## src/rtl/rst_seq_pkg.sv

```systemverilog
package rst_seq_pkg;

    localparam int OP_W = 2;

    typedef enum logic [OP_W-1:0] {
        OP_SOFT  = 2'b00,
        OP_TEST  = 2'b01,
        OP_PART  = 2'b10,
        OP_DUMP  = 2'b11
    } port_op_e;

    typedef enum logic [1:0] {
        ST_IDLE,
        ST_PRE,
        ST_RUN,
        ST_POST
    } seq_state_e;

    typedef struct packed {
        logic dev;
        logic setup;
    } clr_req_t;

    localparam clr_req_t CLR_NONE  = '{dev: 1'b0, setup: 1'b0};
    localparam clr_req_t CLR_SETUP = '{dev: 1'b0, setup: 1'b1};
    localparam clr_req_t CLR_FULL  = '{dev: 1'b1, setup: 1'b1};

    // Wrapped commands (test, dump) have the low opcode bit set.
    function automatic logic op_is_wrapped(input port_op_e op);
        return op[0];
    endfunction

    // Dump is distinguished from self-test by the high opcode bit.
    function automatic logic op_is_dump(input port_op_e op);
        return op[1];
    endfunction

endpackage

```

## src/rtl/rst_sync.sv

```systemverilog
module rst_sync #(
    parameter int STAGES = 2
) (
    input  logic clk,
    input  logic arst,
    output logic srst
);
    localparam int N = (STAGES < 1) ? 1 : STAGES;

    logic [N-1:0] chain_q;

    always_ff @(posedge clk or posedge arst) begin
        if (arst) chain_q <= '1;
        else      chain_q <= {chain_q[N-2+((N==1)?1:0):0] & {(N-1+((N==1)?1:0)){1'b1}}, 1'b0} & {N{(N > 1)}};
    end

    assign srst = chain_q[N-1];
endmodule

```

## src/rtl/rst_seq_fsm.sv

```systemverilog
module rst_seq_fsm
    import rst_seq_pkg::*;
(
    input  logic               clk,
    input  logic               rst,
    input  logic               cmd_valid,
    input  port_op_e           cmd_op,
    input  logic               eng_done,
    output clr_req_t           clr,
    output logic               eng_start,
    output logic               eng_op,
    output logic               busy,
    output logic               full_rst
);
    seq_state_e state_q, state_d;
    clr_req_t   clr_q, clr_d;
    logic       start_q, start_d;
    logic       op_q, op_d;
    logic       accept;

    assign accept = cmd_valid && (state_q == ST_IDLE);

    always_comb begin
        state_d = state_q;
        clr_d   = CLR_NONE;
        start_d = 1'b0;
        op_d    = op_q;
        unique case (state_q)
            ST_IDLE: begin
                if (accept) begin
                    if (op_is_wrapped(cmd_op)) begin
                        clr_d   = CLR_SETUP;
                        op_d    = op_is_dump(cmd_op);
                        state_d = ST_PRE;
                    end else if (cmd_op == OP_PART) begin
                        clr_d = CLR_SETUP;
                    end else begin
                        clr_d = CLR_FULL;
                    end
                end
            end
            ST_PRE: begin
                start_d = 1'b1;
                state_d = ST_RUN;
            end
            ST_RUN: begin
                if (eng_done) begin
                    clr_d   = CLR_FULL;
                    state_d = ST_POST;
                end
            end
            ST_POST: state_d = ST_IDLE;
            default: state_d = ST_IDLE;
        endcase
    end

    always_ff @(posedge clk) begin
        if (rst) begin
            state_q <= ST_IDLE;
            clr_q   <= CLR_NONE;
            start_q <= 1'b0;
            op_q    <= 1'b0;
        end else begin
            state_q <= state_d;
            clr_q   <= clr_d;
            start_q <= start_d;
            op_q    <= op_d;
        end
    end

    assign clr       = clr_q;
    assign eng_start = start_q;
    assign eng_op    = op_q;
    assign busy      = (state_q != ST_IDLE);
    assign full_rst  = accept && (cmd_op != OP_PART);
endmodule

```

## src/rtl/init_gate.sv

```systemverilog
module init_gate (
    input  logic clk,
    input  logic rst,
    input  logic full_rst,
    input  logic cfg_cmd,
    input  logic busy,
    output logic reinit_req,
    output logic txrx_en
);
    logic cfg_ok;

    assign cfg_ok = cfg_cmd && !busy;

    always_ff @(posedge clk) begin
        if (rst || full_rst) begin
            reinit_req <= 1'b1;
            txrx_en    <= 1'b0;
        end else if (cfg_ok) begin
            reinit_req <= 1'b0;
            txrx_en    <= 1'b1;
        end
    end
endmodule

```

## src/rtl/rst_seq_ctrl.sv

```systemverilog
module rst_seq_ctrl
    import rst_seq_pkg::*;
#(
    parameter int SYNC_STAGES = 2
) (
    input  logic            clk,
    input  logic            hw_rst,
    input  logic            cmd_valid,
    input  logic [OP_W-1:0] cmd_op,
    input  logic            cfg_cmd,
    input  logic            eng_done,
    output logic            clr_bus_cfg,
    output logic            clr_dev_cfg,
    output logic            clr_setup,
    output logic            eng_start,
    output logic            eng_op,
    output logic            busy,
    output logic            reinit_req,
    output logic            txrx_en
);
    logic     rst_i;
    clr_req_t clr;
    logic     full_rst;

    rst_sync #(.STAGES(SYNC_STAGES)) u_sync (
        .clk  (clk),
        .arst (hw_rst),
        .srst (rst_i)
    );

    rst_seq_fsm u_fsm (
        .clk       (clk),
        .rst       (rst_i),
        .cmd_valid (cmd_valid),
        .cmd_op    (port_op_e'(cmd_op)),
        .eng_done  (eng_done),
        .clr       (clr),
        .eng_start (eng_start),
        .eng_op    (eng_op),
        .busy      (busy),
        .full_rst  (full_rst)
    );

    init_gate u_gate (
        .clk        (clk),
        .rst        (rst_i),
        .full_rst   (full_rst),
        .cfg_cmd    (cfg_cmd),
        .busy       (busy),
        .reinit_req (reinit_req),
        .txrx_en    (txrx_en)
    );

    assign clr_bus_cfg = rst_i;
    assign clr_dev_cfg = rst_i | clr.dev;
    assign clr_setup   = rst_i | clr.setup;
endmodule

```

## config.mk

```make
export PLATFORM = sky130hd
export DESIGN_NAME = rst_seq_ctrl
export DESIGN_NICKNAME = d
export VERILOG_FILES = /design/src/rtl/rst_seq_pkg.sv /design/src/rtl/rst_sync.sv /design/src/rtl/rst_seq_fsm.sv /design/src/rtl/init_gate.sv /design/src/rtl/rst_seq_ctrl.sv
export SDC_FILE = /design/constraint.sdc
export NUM_CORES = 1
export LEC_CHECK = 0
export BUFFER_PORTS_ARGS = -buffer_cell sky130_fd_sc_hd__buf_2
export CAP_MARGIN = 20
export CORE_AREA = 2 2 39 41
export DETAILED_ROUTE_END_ITERATION = 7
export DIE_AREA = 0 0 41 43
export PLACE_DENSITY = 0.57
export SKIP_LAST_GASP = 1
export SYNTH_ARGS = -nofsm -noshare
export SYNTH_HDL_FRONTEND = slang
export SYNTH_SLANG_ARGS = --single-unit
```

## constraint.sdc

```tcl
create_clock -name clk -period 1.15 [get_ports clk]
set_input_delay 0.0575 -clock clk [delete_from_list [all_inputs] [get_ports clk]]
set_output_delay 0.0575 -clock clk [all_outputs]
set_load 0.05 [all_outputs]
```

==> results of run 1 <==
[state kept, by name (all words and copies together), names as in the netlist]
name	cells
u_fsm.clr	2
u_fsm.state_q	2
u_sync.chain_q	2
u_fsm.eng_op	1
u_fsm.eng_start	1
u_gate.reinit_req	1
u_gate.txrx_en	1
[cell type report]
cell class	instances	area, µm²	share of cell area, %
Multi-Input combinational cell	30	241	33.9
Sequential cell	10	215	30.2
Timing Repair Buffer	23	180	25.3
Clock buffer	4	36.3	5.09
Inverter	4	20.0	2.81
Tap cell	16	20.0	2.81
[metal layers]
layer / up-vias / global-route usage (%) / routed length, µm
li1: 195 / - / -
met1: 175 / 11.4 / 360
met2: 9 / 20.3 / 467
met3: 0 / 9.95 / 47
met4: 0 / 6.00 / 0
met5: - / 0 / 0
[worst paths after layout]
kind                                      to  slack (ps)  cells past startpoint
max                                     busy         -20                      5
min                           u_gate.txrx_en          60                      3
max reg2reg                 u_fsm.state_q[1]         -10                      5
min reg2reg                u_sync.chain_q[1]         360                      0
max in group asynchronous  u_sync.chain_q[0]         770                      3
min in group asynchronous  u_sync.chain_q[1]         360                      3
[critical path, stage by stage, from the launching register on]
cell	delay [ps]
dfxtp_2	350
inv_2	50
ha_4	160
buf_6	120
inv_4	40
buf_8	130
[cell usage in the layout, fill, tap and decap left out, types with 2 or more instances in the layout]
cell type / instances
clkbuf_4: 3
buf_2: 10
nand2b_1: 2
buf_8: 3
mux2i_1: 2
dfxtp_2: 2
nand2_1: 3
buf_4: 7
nor2_1: 3
buf_6: 2
dfstp_2: 2
ha_4: 2
inv_4: 2
or2_4: 2
dfxtp_1: 6
a21oi_2: 2
nor2b_1: 2
[power by group]
| group | total (mW) | internal, mW | switching [mW] |
|---|---|---|---|
| Clock | 0.304 | 0.192 | 0.112 |
| Sequential | 0.479 | 0.436 | 0.0426 |
| Combinational | 1.04 | 0.478 | 0.565 |
| Total | 1.83 | 1.11 | 0.719 |
[repair_timing]
action,4_1_cts,5_1_grt
endpoints found under the setup margin,8,9
resized for setup,22,8
setup buffers,4,0
endpoints found under the hold margin,2,0
gates cloned,0,0
hold buffers,1,0
pin swaps,1,2
[logic make-up (layout without fill, tap and decap cells)]
group / after synthesis / after routing
buf+inv: 4 / 31
fa+ha+maj: 3 / 3
other cells: 1 / 1
mux: 2 / 2
compound gates: 7 / 7
flops: 10 / 10
simple gates: 17 / 17
[per-stage QoR]
step | setup TNS, ps | setup slack [ps] | hold slack [ps] | instance area, µm² | util [%]
6_report | -32.7 | -20.7 | 56.5 | 713 | 51.5
5_1_grt | -340 | -77.8 | 86.7 | 713 | 51.5
4_1_cts | -60.8 | -22.1 | 52.1 | 682 | 49.3
3_5_place_dp | -52.0 | -31.8 | 83.9 | 543 | 39.2
3_3_place_gp | -1.22 | -1.11 | 80.8 | 543 | 39.2
2_1_floorplan | 0 | 14.3 | -31.0 | 423 | -
==> key figures, run 1 <==
Outcome
  • Run status: finished, violations left
  • Failing checks: negative setup slack

Logic synthesis
  • Most common cell in the netlist: dfxtp_1
  • Top cell type's share of synthesized area: a little under two fifths
  • Commonest cells post-synth: dfxtp_1, inv_1, nand2_1, nor2_1
  • Cell taking the most area after synthesis: dfxtp_1
  • Post-synthesis sequential area ratio: about 50%
  • Mux share of post-synthesis cell area: 4.73%
  • Post-Synthesis Cells: between 40 and 50
  • Yosys cell types: 19
  • Dominant synthesized flop cell: dfxtp_1
  • Async SR Flop Fraction: between 20% and 30%
  • Post-synthesis xor/xnor area fraction: 0%
  • Synth Register Bits: 10
  • Top cells by area, synth: dfxtp_1, dfstp_2, ha_1
  • Post-synth net total: 54
  • Main combinational cell family by area after synthesis: simple AND/OR/NAND/NOR gates
  • Post-synthesis compound-gate area fraction: 11.5%
  • Synth Area in Simple Gates: between 20% and 30%
  • Ys Warns: 0
  • Mapped Area: 423 µm²
  • Syn Area/Cell: 9.61 µm²
  • Post-Synth Adder-Cell Area: 8.88%
  • Post-synth EDFFs: 0

Clock tree
  • Clock latency at the later pin of the worst-skew pair: 260 ps
  • CTS Buf Count: 3
  • Clock sinks: 10
  • Clock slew seen by the registers of the worst setup and hold paths: 60 ps
  • H-tree Lvls: 1
  • Max clock buf depth: 2
  • CTS tree: done
  • Root buffer cell: clkbuf_4

Pwr
  • IR Drop Worst-Case VDD: 0.850 mV
  • Leak pwr: 0.333 nW
  • P per Cell Area: 2560 nW/µm²
  • Design Power: roughly 1.8 mW

Die
  • Die Span Y: roughly 43 µm
  • Core Area: approximately 1400 µm²
  • Num rows: 14
  • Die area: about 1800 µm²
  • Initial Util: a little under a third
  • Die Wd: 41 µm
  • # IOs: 15

Drt
  • Final ANT Viol Nets: 0
  • WL per Instance: 10.1 µm
  • Total number of vias: 379
  • Residual DRC: 0
  • Drt total wl: 876 µm
  • Iteration-0 DRC Markers: 1
  • DR pass1 iterations: 4
  • Routed vias/inst: approximately 4.4

STA
  • F_max: between 0.8 and 0.9 GHz
  • Setup violators final: 2
  • RSZ-0062 raised after global routing: yes
  • Post-route minimum period: 1170 ps
  • Final Hold Vio Count: 0
  • Period utilisation layout: 102%
  • Final worst slack: -20.7 ps
  • Clock Skews: around 0.14 ps
  • Final Max Tran Viols: 0

Worst setup path
  • Start of the worst register-to-register path: u_fsm.state_q[1]
  • Critical path launch point type: flop
  • Crit path required time: about 1100 ps
  • CP endpoint kind: output port
  • Worst EP arrival: between 1000 and 1500 ps
  • Worst Setup SP: u_fsm.state_q[1]
  • Crit-path max FO: 3
  • Crit path kind: flop to output port

Run
  • Maxcap violations: 0

Placed design
  • Count of buffers from port buffering: 14
  • Placed cells: 78
  • GPL Wtd Cong: 0.668
  • Dpl hpwl: 575 µm

GRT
  • Initial antenna violation count: 0
  • Largest net degree at the start of global routing: 8
  • Overall routing resource usage: 12.9%
  • Global-route wire length before repair: 1.44 mm
  • Gr ovfl total: 0
  • Vias in the first global route: 377

Min path
  • Hold_sp: cfg_cmd
  • Hold WC Path Type: primary input to flop

Finish
  • Non-filler cells, final: 87
  • Nets@finish: 82
  • Fillcell total: 142
  • Diode count: 0
  • Area growth from synthesis to layout: 68.6%
  • Layout cells sized above 1: 60.6%
(Power assumes the default switching activity.)
==> inputs of run 2 (changes only) <==
==> constraint.sdc (replaced) <==
create_clock -name clk -period 1 [get_ports clk]
set_input_delay 0.05 -clock clk [delete_from_list [all_inputs] [get_ports clk]]
set_output_delay 0.05 -clock clk [all_outputs]
set_load 0.05 [all_outputs]
==> key figures, run 2 (synthesized netlist as in run 1, its figures left out) <==
Outcome
  • Run status: finished, violations left
  • Failing checks: negative setup slack

Clock tree
  • Clock latency at the later pin of the worst-skew pair: approximately 260 ps
  • CTS Buf Count: 3
  • Root buffer cell: clkbuf_4
  • Clock slew seen by the registers of the worst setup and hold paths: around 70 ps
  • Clock sinks: 10
  • CTS tree: done
  • H-tree Lvls: 1
  • Max clock buf depth: 2

Worst setup path
  • Crit path kind: flop to output port
  • CP peak stage delay: 640 ps
  • Critical path launch point type: flop
  • Crit-path max FO: 5
  • Crit path required time: between 900 and 1000 ps
  • R2R cell count: 3
  • CP endpoint kind: output port
  • Worst-path cell chain: or2_4, buf_8
  • Worst EP arrival: 1150 ps
  • Crit-path slowest cell: dfstp_4

Finish
  • Layout cells sized above 1: 58.8%
  • Nets@finish: 79
  • Area growth from synthesis to layout: 65.1%
  • Final Util: 50.5%
  • Most common cell after layout, fill and taps aside: buf_2
  • Diode count: 0
  • Fillcell total: 140
  • Non-filler cells, final: 84
  • Most frequent cells in the layout: buf_2, buf_4, dfxtp_1

Pwr
  • Sw Share: 41.4%
  • Clock Power Share: 14.8%
  • P per Cell Area: 2760 nW/µm²
  • Seq pwr share: 29.8%
  • IR Drop Worst-Case VDD: 1.13 mV
  • Leak pwr: around 0.31 nW
  • P_sw: roughly 0.8 mW
  • Int Pwr: roughly 1.1 mW
  • Logic gate share of total power: 55.4%

STA
  • F_max: 0.831 GHz
  • Period utilisation layout: 120%
  • Setup violators final: 8
  • Final Max Tran Viols: 0
  • Clock Skews: ~4.0 ps
  • RSZ-0062 raised after global routing: yes
  • Post-route minimum period: 1200 ps
  • Final Hold Vio Count: 0
  • Final worst slack: -203 ps

GRT
  • Initial antenna violation count: 0
  • Largest net degree at the start of global routing: 7
  • Vias in the first global route: between 300 and 400
  • Global-route wire length before repair: 1.46 mm
  • Gr ovfl total: 0
  • Overall routing resource usage: 12.8%

Run
  • Maxcap violations: 0

Min path
  • Hold Crit Depth: 3
  • Hold WC Path Type: primary input to flop

Die
  • Core Area: 1380 µm²
  • Die Span Y: 43 µm
  • # IOs: 15
  • Die area: between 1500 and 2000 µm²
  • Num rows: 14
  • Die Wd: 41 µm
  • Initial Util: 30.6%

Drt
  • Iteration-0 DRC Markers: 3
  • Final ANT Viol Nets: 0
  • WL per Instance: just under 10 µm
  • Total number of vias: 358
  • DR pass1 iterations: 2
  • Residual DRC: 0
  • Drt total wl: 809 µm
  • Routed vias/inst: 4.26

Placed design
  • Dpl hpwl: 582 µm
  • Count of buffers from port buffering: 14
  • Placed cells: 76
  • GPL Wtd Cong: 0.647
  • Post-place setup slack: -65.8 ps
[run 2: final timing paths]
kind                                    from                end  slack [ps]
max                        u_sync.chain_q[1]        clr_dev_cfg        -200
min                                cmd_op[1]       u_fsm.eng_op          80
max reg2reg                u_sync.chain_q[1]  u_gate.reinit_req         -90
min reg2reg                u_sync.chain_q[0]  u_sync.chain_q[1]         360
max in group asynchronous             hw_rst  u_sync.chain_q[0]         630
min in group asynchronous             hw_rst  u_sync.chain_q[0]         350
[run 2: timing repair]
| item | in CTS | in global routing |
|---|---|---|
| hold buffers | 1 | 0 |
| resized for setup | 14 | 3 |
| pin swaps | 3 | 1 |
| hold endpoints to repair | 2 | 0 |
| setup buffers | 4 | 0 |
| setup endpoints to repair | 10 | 11 |
[run 2: area by class of cell]
| type | instances | area (µm²) | area share [%] |
|---|---|---|---|
| clock buffers | 4 | 26.3 | 3.76 |
| inverters | 4 | 20.0 | 2.87 |
| multi-input cells | 30 | 260 | 37.3 |
| flip-flops and latches | 10 | 221 | 31.7 |
| well taps | 16 | 20.0 | 2.87 |
| repair buffers | 20 | 150 | 21.5 |
[run 2: power groups by stage]
stage	logic, mW	clock network [mW]	registers, mW
2_1_floorplan	0.551	0	0.710
6_report	1.07	0.284	0.574
3_5_place_dp	0.889	0	0.568
5_1_grt	1.15	0.327	0.592
4_1_cts	1.07	0.300	0.573
3_3_place_gp	0.887	0	0.567
[run 2: stage by stage]
step           TNS (ps)  hold WS [ps]  total power [mW]  cell area, µm²
3_3_place_gp       -309          73.6              1.45             583
3_5_place_dp       -350          76.2              1.46             583
2_1_floorplan     -94.2         -38.5              1.26             478
6_report           -939          75.9              1.92             698
4_1_cts           -1010          63.2              1.94             689
5_1_grt           -1380          88.2              2.07             698
[run 2: per-layer routing]
metal,routed length (µm),track usage [%]
met5,0,0
met4,15,10.0
met3,35,4.71
met2,419,18.4
met1,338,14.4
[run 2: critical path: cells and delay by family (launching register included)]
family,cells,cell delay (ps)
flops,1,640
buf+inv,1,130
simple gates,1,120
